## src/rtl/ferr_pkg.sv

```systemverilog
package ferr_pkg;

  localparam int unsigned INC_W   = 2;
  localparam int unsigned NUM_CNT = 3;
  localparam int unsigned IDX_LCV = 0;
  localparam int unsigned IDX_PCV = 1;
  localparam int unsigned IDX_MOS = 2;

  localparam int unsigned B_EXZ_INCL = 0;
  localparam int unsigned B_MF_SEL   = 1;
  localparam int unsigned B_FS_INCL  = 2;
  localparam int unsigned B_CV_SEL   = 3;
  localparam int unsigned B_MAN_MODE = 4;
  localparam int unsigned B_SHORT    = 5;
  localparam int unsigned B_MAN_TRIG = 6;

  typedef struct packed {
    logic man_trig;
    logic short_win;
    logic man_mode;
    logic e1_cv_sel;
    logic fs_incl;
    logic mf_sel;
    logic exz_incl;
  } ferr_cfg_t;

  function automatic ferr_cfg_t ferr_decode(input logic [6:0] r);
    ferr_cfg_t c;
    c.man_trig  = r[B_MAN_TRIG];
    c.short_win = r[B_SHORT];
    c.man_mode  = r[B_MAN_MODE];
    c.e1_cv_sel = r[B_CV_SEL];
    c.fs_incl   = r[B_FS_INCL];
    c.mf_sel    = r[B_MF_SEL];
    c.exz_incl  = r[B_EXZ_INCL];
    return c;
  endfunction

endpackage

```

## src/rtl/ferr_interval_timer.sv

```systemverilog
module ferr_interval_timer #(
  parameter int unsigned FRAMES_LONG     = 8000,
  parameter int unsigned FRAMES_T1_SHORT = 333,
  parameter int unsigned FRAMES_E1_SHORT = 500
) (
  input  logic clk,
  input  logic rst_n,
  input  logic frame_strobe,
  input  logic e1_mode,
  input  logic short_win,
  input  logic man_mode,
  output logic tick
);
  localparam int unsigned CW = $clog2(FRAMES_LONG + 1);

  logic [CW-1:0] cnt_q;
  logic [CW-1:0] limit;
  logic [2:0]    key, key_q;
  logic          key_chg;

  always_comb begin
    if (!short_win)   limit = CW'(FRAMES_LONG);
    else if (e1_mode) limit = CW'(FRAMES_E1_SHORT);
    else              limit = CW'(FRAMES_T1_SHORT);
  end

  assign key     = {e1_mode, short_win, man_mode};
  assign key_chg = (key != key_q);
  assign tick    = frame_strobe && !man_mode && !key_chg &&
                   (cnt_q == limit - 1'b1);

  always_ff @(posedge clk) begin
    if (!rst_n) begin
      cnt_q <= '0;
      key_q <= '0;
    end else begin
      key_q <= key;
      if (man_mode || key_chg)  cnt_q <= '0;
      else if (frame_strobe)    cnt_q <= tick ? '0 : cnt_q + 1'b1;
    end
  end

  AST_COUNT_BOUND: assert property (@(posedge clk) disable iff (!rst_n)
    !key_chg |-> (cnt_q < limit));
  AST_TIMER_RESTART: assert property (@(posedge clk) disable iff (!rst_n)
    key_chg |=> (cnt_q == '0));

endmodule

```

## src/rtl/ferr_edge_trigger.sv

```systemverilog
module ferr_edge_trigger (
  input  logic clk,
  input  logic rst_n,
  input  logic level,
  input  logic enable,
  output logic rise_pulse
);
  logic prev_q;

  always_ff @(posedge clk) begin
    if (!rst_n) prev_q <= 1'b0;
    else        prev_q <= level;
  end

  assign rise_pulse = enable && level && !prev_q;

  AST_NO_BACK_TO_BACK: assert property (@(posedge clk) disable iff (!rst_n)
    rise_pulse |=> !rise_pulse);

endmodule

```

## src/rtl/ferr_event_select.sv

```systemverilog
module ferr_event_select
  import ferr_pkg::*;
(
  input  ferr_cfg_t        cfg,
  input  logic             e1_mode,
  input  logic             bpv_evt,
  input  logic             cv_evt,
  input  logic             exz_evt,
  input  logic             ft_err_evt,
  input  logic             fs_err_evt,
  input  logic             fbe_evt,
  input  logic             mf_oos_evt,
  output logic [INC_W-1:0] lcv_inc,
  output logic [INC_W-1:0] pcv_inc,
  output logic [INC_W-1:0] mos_inc
);
  always_comb begin
    if (e1_mode)
      lcv_inc = INC_W'(cfg.e1_cv_sel ? cv_evt : bpv_evt);
    else
      lcv_inc = INC_W'(bpv_evt) + INC_W'(cfg.exz_incl & exz_evt);
    pcv_inc = INC_W'(ft_err_evt) + INC_W'(cfg.fs_incl & fs_err_evt);
    mos_inc = INC_W'(cfg.mf_sel ? mf_oos_evt : fbe_evt);
  end

endmodule

```

## src/rtl/ferr_sat_counter.sv

```systemverilog
module ferr_sat_counter #(
  parameter int unsigned W     = 16,
  parameter int unsigned INC_W = 2
) (
  input  logic             clk,
  input  logic             rst_n,
  input  logic             clr,
  input  logic [INC_W-1:0] inc,
  output logic [W-1:0]     cnt_q
);
  localparam int unsigned SW      = W + 1;
  localparam logic [W-1:0] MAXV   = '1;
  localparam int unsigned INC_MAX = (1 << INC_W) - 1;

  logic [SW-1:0] sum;
  assign sum = {1'b0, cnt_q} + SW'(inc);

  always_ff @(posedge clk) begin
    if (!rst_n)                  cnt_q <= '0;
    else if (clr)                cnt_q <= W'(inc);
    else if (sum[W])             cnt_q <= MAXV;
    else                         cnt_q <= sum[W-1:0];
  end

  AST_SAT_HOLD: assert property (@(posedge clk) disable iff (!rst_n)
    (cnt_q == MAXV && !clr) |=> (cnt_q == MAXV));
  AST_CLEAR_RESTART: assert property (@(posedge clk) disable iff (!rst_n)
    clr |=> (cnt_q <= W'(INC_MAX)));

endmodule

```

## src/rtl/ferr_accum_latch.sv

```systemverilog
module ferr_accum_latch
  import ferr_pkg::*;
#(
  parameter int unsigned CNT_W           = 16,
  parameter int unsigned FRAMES_LONG     = 8000,
  parameter int unsigned FRAMES_T1_SHORT = 333,
  parameter int unsigned FRAMES_E1_SHORT = 500
) (
  input  logic             clk,
  input  logic             rst_n,
  input  logic             frame_strobe,
  input  logic             e1_mode,
  input  logic [6:0]       cfg_reg,
  input  logic             bpv_evt,
  input  logic             cv_evt,
  input  logic             exz_evt,
  input  logic             ft_err_evt,
  input  logic             fs_err_evt,
  input  logic             fbe_evt,
  input  logic             mf_oos_evt,
  output logic [CNT_W-1:0] lcv_count,
  output logic [CNT_W-1:0] pcv_count,
  output logic [CNT_W-1:0] mos_count,
  output logic             update_done
);
  ferr_cfg_t        cfg;
  logic             timer_tick, man_rise, latch;
  logic [INC_W-1:0] inc  [NUM_CNT];
  logic [CNT_W-1:0] live [NUM_CNT];
  logic [CNT_W-1:0] hold [NUM_CNT];

  assign cfg = ferr_decode(cfg_reg);

  ferr_interval_timer #(
    .FRAMES_LONG    (FRAMES_LONG),
    .FRAMES_T1_SHORT(FRAMES_T1_SHORT),
    .FRAMES_E1_SHORT(FRAMES_E1_SHORT)
  ) u_timer (
    .clk         (clk),
    .rst_n       (rst_n),
    .frame_strobe(frame_strobe),
    .e1_mode     (e1_mode),
    .short_win   (cfg.short_win),
    .man_mode    (cfg.man_mode),
    .tick        (timer_tick)
  );

  ferr_edge_trigger u_trig (
    .clk       (clk),
    .rst_n     (rst_n),
    .level     (cfg.man_trig),
    .enable    (cfg.man_mode),
    .rise_pulse(man_rise)
  );

  ferr_event_select u_sel (
    .cfg       (cfg),
    .e1_mode   (e1_mode),
    .bpv_evt   (bpv_evt),
    .cv_evt    (cv_evt),
    .exz_evt   (exz_evt),
    .ft_err_evt(ft_err_evt),
    .fs_err_evt(fs_err_evt),
    .fbe_evt   (fbe_evt),
    .mf_oos_evt(mf_oos_evt),
    .lcv_inc   (inc[IDX_LCV]),
    .pcv_inc   (inc[IDX_PCV]),
    .mos_inc   (inc[IDX_MOS])
  );

  assign latch = timer_tick | man_rise;

  for (genvar g = 0; g < NUM_CNT; g++) begin : g_cnt
    ferr_sat_counter #(.W(CNT_W), .INC_W(INC_W)) u_cnt (
      .clk  (clk),
      .rst_n(rst_n),
      .clr  (latch),
      .inc  (inc[g]),
      .cnt_q(live[g])
    );

    always_ff @(posedge clk) begin
      if (!rst_n)     hold[g] <= '0;
      else if (latch) hold[g] <= live[g];
    end
  end

  always_ff @(posedge clk) begin
    if (!rst_n) update_done <= 1'b0;
    else        update_done <= latch;
  end

  assign lcv_count = hold[IDX_LCV];
  assign pcv_count = hold[IDX_PCV];
  assign mos_count = hold[IDX_MOS];

  AST_DONE_SINGLE: assert property (@(posedge clk) disable iff (!rst_n)
    update_done |=> !update_done);
  AST_HOLD_STEADY: assert property (@(posedge clk) disable iff (!rst_n)
    !update_done |-> ($stable(lcv_count) && $stable(pcv_count) && $stable(mos_count)));
  AST_MANUAL_LATCH: assert property (@(posedge clk) disable iff (!rst_n)
    (cfg.man_mode && man_rise) |=> update_done);

endmodule

```

## config.mk

```make
export PLATFORM = sky130hd
export DESIGN_NAME = ferr_accum_latch
export DESIGN_NICKNAME = d
export VERILOG_FILES = /design/src/rtl/ferr_pkg.sv /design/src/rtl/ferr_interval_timer.sv /design/src/rtl/ferr_edge_trigger.sv /design/src/rtl/ferr_event_select.sv /design/src/rtl/ferr_sat_counter.sv /design/src/rtl/ferr_accum_latch.sv
export SDC_FILE = /design/constraint.sdc
export NUM_CORES = 1
export LEC_CHECK = 0
export BUFFER_PORTS_ARGS = -buffer_cell sky130_fd_sc_hd__buf_2
export CAP_MARGIN = 20
export CORE_UTILIZATION = 32
export CTS_CLUSTER_DIAMETER = 120
export DETAILED_ROUTE_END_ITERATION = 10
export GPL_TIMING_DRIVEN = 0
export HOLD_SLACK_MARGIN = 0.02
export SLEW_MARGIN = 10
export SYNTH_ARGS = -nofsm -noshare
export SYNTH_HDL_FRONTEND = slang
export SYNTH_SLANG_ARGS = --single-unit
```

## constraint.sdc

```tcl
create_clock -name clk -period 4.15 [get_ports clk]
set_input_delay 0.83 -clock clk [delete_from_list [all_inputs] [get_ports clk]]
set_output_delay 0.83 -clock clk [all_outputs]
set_load 0.1 [all_outputs]
```

# Word-level counts from Yosys, hierarchy flattened
# Memory sizes are Yosys's and may differ from the RTL's.
# Index checks and enable logic that the tools add are counted.
# word_totals
inputBits,18
register_bits,66
out_inout_bits,49
mem_bits_rw,48
mem_count,1
# memory_table
name,words,width,read_ports,rd_ports_with_merged_regs,write_ports,line,text
hold,3,16,3,0,3,ferr_accum_latch.sv:30,logic [CNT_W-1:0] hold [NUM_CNT];
# classes
n_mux,19
add_sub_neg,7
bitwise,7
eq_ne,2
n_reduce_logical,11
# ops
cell,n
16-bit two-way mux,6
16-bit by 2-bit adder with 17-bit output,2
13-bit two-way mux,2
16-bit by 1-bit adder with 17-bit output,1
13-bit by 1-bit adder with 13-bit output (second input constant),1
13-bit equality test,1
13-bit by 1-bit subtractor with 13-bit output (second input constant),1
2-bit two-way mux,4
8-bit two-way mux,1
1-bit two-way mux,6
1-bit logical AND,5
1-bit by 2-bit adder with 2-bit output,2
1-bit bitwise OR,4
2-bit OR reduction,2
1-bit logical NOT,3
3-bit != test,1
1-bit bitwise AND,2
1-bit logical OR,1
1-bit inverter,1

# Logic depth before layout (Yosys ltp)
# depth
word_depth,10
mapped_depth,12
depth_no_buf,12

# Cells and area by module
# Synthesis repeated with hierarchy kept, for this count alone.
# unflattened
hier_cells,487
area_unflattened_um2,5708.0
# modules_own_cells
mod,cells_each,area_per_inst_um2,seq_area_each_um2,instances
ferr_sat_counter,89,888.4,320.3,3
ferr_accum_latch,117,2052.0,1461.4,1
ferr_interval_timer,89,867.1,320.3,1
ferr_event_select,11,88.8,0.0,1
ferr_edge_trigger,3,35.0,20.0,1

# Worst setup path before layout
# No wires, ideal clock.
# synth_timing
path_type,input to register
from,in cfg_reg[0]
to,reg g_cnt[0].u_cnt.cnt_q[13]
arrival_time_ps,3204
required_ps,4072
stages,12
path_slack_ps,868
cell_sequence,and2_1 -> ha_1 -> nor2_1 -> a21oi_1 -> ha_1 -> inv_1 -> fa_1 -> or3b_2 -> or2_2 -> clkbuf_2 -> and3_1 -> nor3_1
# synth_via
elab_chain_len,5
# synth_rtl
element,line,text
start: declaration,ferr_accum_latch.sv:13,"input logic [6:0] cfg_reg,"
1-bit bitwise AND,ferr_event_select.sv:21,lcv_inc = INC_W'(bpv_evt) + INC_W'(cfg.exz_incl & exz_evt);
1-bit by 2-bit adder with 2-bit output,ferr_event_select.sv:21,
2-bit two-way mux,ferr_event_select.sv:18,if (e1_mode)
16-bit by 2-bit adder with 17-bit output,ferr_sat_counter.sv:16,"assign sum = {1'b0, cnt_q} + SW'(inc);"
16-bit two-way mux,ferr_sat_counter.sv:21,else if (sum[W]) cnt_q <= MAXV;
end signal: assignment,ferr_sat_counter.sv:20,else if (clr) cnt_q <= W'(inc);
end signal: assignment,ferr_sat_counter.sv:22,else cnt_q <= sum[W-1:0];
end: declaration,ferr_sat_counter.sv:9,output logic [W-1:0] cnt_q
# Every way passes these cells.
# A chain may end at the register's enable or synchronous reset.

# Final worst setup path
# Ends and elaborated chain as after synthesis.

==> impl_metrics.yaml <==
setup_path:
  r2r_cells: 6
  critical_path_arrival_ps: 3560
  crit_buf_inv: 3
  r2r_end: "hold[0][14]"
  max_stage_delay_ps: 550
  critPathLaunchType: "input pin"
  cp.required_ps: 4500
  end_kind: "flip-flop"
  cpMaxStageDelayCell: "or3b_2"
  cp_common_cell: "ha_1"
  crit_fanout: 8
  ff2ff_setup_slack_ps: 1400
  crit_type: "input pin to flip-flop"
  r2r-start: "u_timer.cnt_q[9]"
  cp_cell_sequence: "buf_2, and2_1, ha_1, nor2_1, a21oi_1, ha_1, inv_1, fa_1, or3b_2, or2_2, clkbuf_2, and3_1, nor3_1"
  cp_top_family: "simple AND/OR/NAND/NOR gates"
floorplanning:
  dieArea_um2: 16300
  core-area_um2: 15300
  floorplan.rows: 45
  floorplan.initialDensity_pct: 33.0
  io_pins: 67
  fp.dieW_um: 128
  die_h_um: 128
synthesis:
  yosys.area.top_type: "edfxtp_1"
  ys_seq_area_share_pct: 54.7
  syn_inst: 477
  synth.distinct_cells: 48
  yosysTopAreaCellShare_pct: 28.5
  yosys_warnings: 0
  ys_async_sr_fraction_pct: 0
  postSynthAreaPerCell_um2: 10.6
  syn_area_um2: 5050
  syn_nets: 506
  synth_top_cells_by_area: "edfxtp_1 29%, dfxtp_1 26%, and3_1 7.1%"
  synth_flop_cell: "dfxtp_1"
  ys_ff_latch: 114
  synth_edf_count: 48
layout:
  final_common_cell: "buf_2"
  nNetsFinal: 591
  post-route-util_pct: 40.8
  drive_above_1_share_pct: 20.3
  multi_input_area_um2: 2120
  fillers: 1516
  final_cell_mix: "70 x buf_2, 66 x dfxtp_1, 57 x and3_1"
  synthToLayoutAreaGrowth_pct: 23.6
  regArea_um2: 2760
  n_antenna_cell: 0
clock_tree:
  clock_latency_ps: 420
  htree_levels: 4
  clk_pin_slew_ps: 60
  cts_buffers: 17
  cts_sinks: 114
  root_buffer: "clkbuf_16"
  cts_resized: 0
  post_cts_buffers: 0
  cts_tree: "yes"
  cts_buffer_depth: 2
  cts_hold_buf: 0
min_path:
  hold_class: "flip-flop to flip-flop"
  hold_end: "g_cnt[0].u_cnt.cnt_q[15]"
  min_path_cells: 1
  min_from: "g_cnt[0].u_cnt.cnt_q[15]"
pwr:
  p_sw_share_pct: 27.4
  seqPwrFrac_pct: 41.0
  clockPowerShare_pct: 48.4
  max-vdd-ir-drop_uv: 290
  p_leak_nw: 2.55
  power_frac_comb_pct: 10.5
  power_density_nw_per_um2: 474
  power.switching_mw: 0.811
  internal_power_mw: 2.15
sta:
  period_needed_ps: 3210
  max_freq_mhz: 312
  setup_viol: 0
  fin_setup_tns_ps: 0
  slew_headroom_pct: 34.1
  fin_worst_skew_ps: 13.2
  drv_slew: 0
  rsz0062_at_grt: "false"
  period_share_pct: 77.3
  hold_viol: 0
  worstMarginPinSlew_ps: 988
drt:
  ant_nets: 0
  via_count: 3814
  drtIter0Drc: 213
  wl_per_cell_um: 13.9
  dr.pass1.iters: 5
  drc_errors: 0
  wirelength_mm: 11.0
  post_drt_via_cell_ratio: 4.85
global_route:
  grt_pass1_wl_mm: 17.9
  antenna_found_initial: 0
  grt_max_degree: 42
  grt_pass1_vias: 3706
  track_usage_pct: 14.6
  grt_overflow: 0
place:
  post-dp-hpwl_mm: 7.67
  port-buffer-count: 65
  gp_congestion: 0.768
job:
  drv_cap: 0
run_status:
  status: "finished clean"
[stage by stage]
| step | setup slack [ps] | std cells | power (mW) | cell area, µm² | hold slack, ps |
|---|---|---|---|---|---|
| 2_1_floorplan | 868 | 477 | 1.49 | 5050 | 477 |
| 3_3_place_gp | 463 | 753 | 1.55 | 5640 | 512 |
| 3_5_place_dp | 485 | 754 | 1.55 | 5660 | 514 |
| 4_1_cts | 934 | 786 | 2.99 | 6240 | 524 |
| 5_1_grt | 774 | 786 | 3.06 | 6240 | 555 |
| 6_report | 941 | 786 | 2.96 | 6240 | 526 |
[worst max-delay path by stage]
stage          startpoint                  endpoint  slack (ps)  cells after the start
2_1_floorplan  cfg_reg[0]  g_cnt[0].u_cnt.cnt_q[13]         870                     12
3_3_place_gp   cfg_reg[5]                hold[2][8]         460                      6
3_5_place_dp   cfg_reg[0]  g_cnt[0].u_cnt.cnt_q[13]         490                     13
4_1_cts        cfg_reg[0]  g_cnt[0].u_cnt.cnt_q[13]         930                     13
5_1_grt        cfg_reg[0]  g_cnt[0].u_cnt.cnt_q[13]         770                     13
6_report       cfg_reg[0]  g_cnt[0].u_cnt.cnt_q[13]         940                     13
[layout make-up]
type,count,share of cell area [%]
Buffer,21,1.92
Inverter,14,0.842
Tap cell,211,4.23
Timing Repair Buffer,66,5.53
Sequential cell,114,44.2
Clock buffer,17,6.81
Multi-Input combinational cell,328,33.9
Clock inverter,15,2.54
[metal layers]
metal | track usage [%] | share of wire (%) | wire length, µm | up-vias
met5 | 0 | 0 | 0 | -
met4 | 6.44 | 1.4 | 149 | 0
met3 | 4.69 | 4.8 | 522 | 13
met2 | 24.1 | 48 | 5290 | 85
met1 | 17.3 | 46 | 4990 | 1809
li1 | - | - | - | 1907
[power groups by stage]
stage / Sequential, mW / Clock, mW / Combinational [mW]
2_1_floorplan: 1.40 / 0 / 0.0828
3_3_place_gp: 1.24 / 0 / 0.308
3_5_place_dp: 1.24 / 0 / 0.314
4_1_cts: 1.22 / 1.46 / 0.314
5_1_grt: 1.22 / 1.51 / 0.333
6_report: 1.21 / 1.43 / 0.312
[sequential cells by signal, summed over array words and instances (netlist names)]
signal / cells
hold: 48
g_cnt.u_cnt.cnt_q: 48
update_done: 1
u_timer.cnt_q: 13
u_timer.key_q: 3
u_trig.prev_q: 1
[kinds of logic after synthesis]
family / after synthesis / synth area share (%)
simple gates: 211 / 23.0
flops: 114 / 54.7
mux: 12 / 2.40
compound gates: 57 / 7.06
buf+inv: 35 / 3.42
xor+xnor: 37 / 6.42
fa+ha+maj: 11 / 3.02
[Yosys cell counts (3+ instances only)]
library cell,n
nor2b_1,4
buf_6,3
a211oi_1,4
dfxtp_1,66
xor2_1,22
nor3b_1,6
nand3_1,22
and3_1,57
and4_1,7
inv_1,13
nor2_1,42
buf_2,5
a31oi_1,3
nor3_1,12
nand4_1,14
a21oi_1,30
o21ai_0,6
nand2_1,23
a21o_1,4
ha_1,9
nor4_1,4
mux2i_1,11
nand2b_1,4
xnor2_1,15
clkbuf_1,11
and2_1,6
edfxtp_1,48
Power figures use the tool's default switching activity.
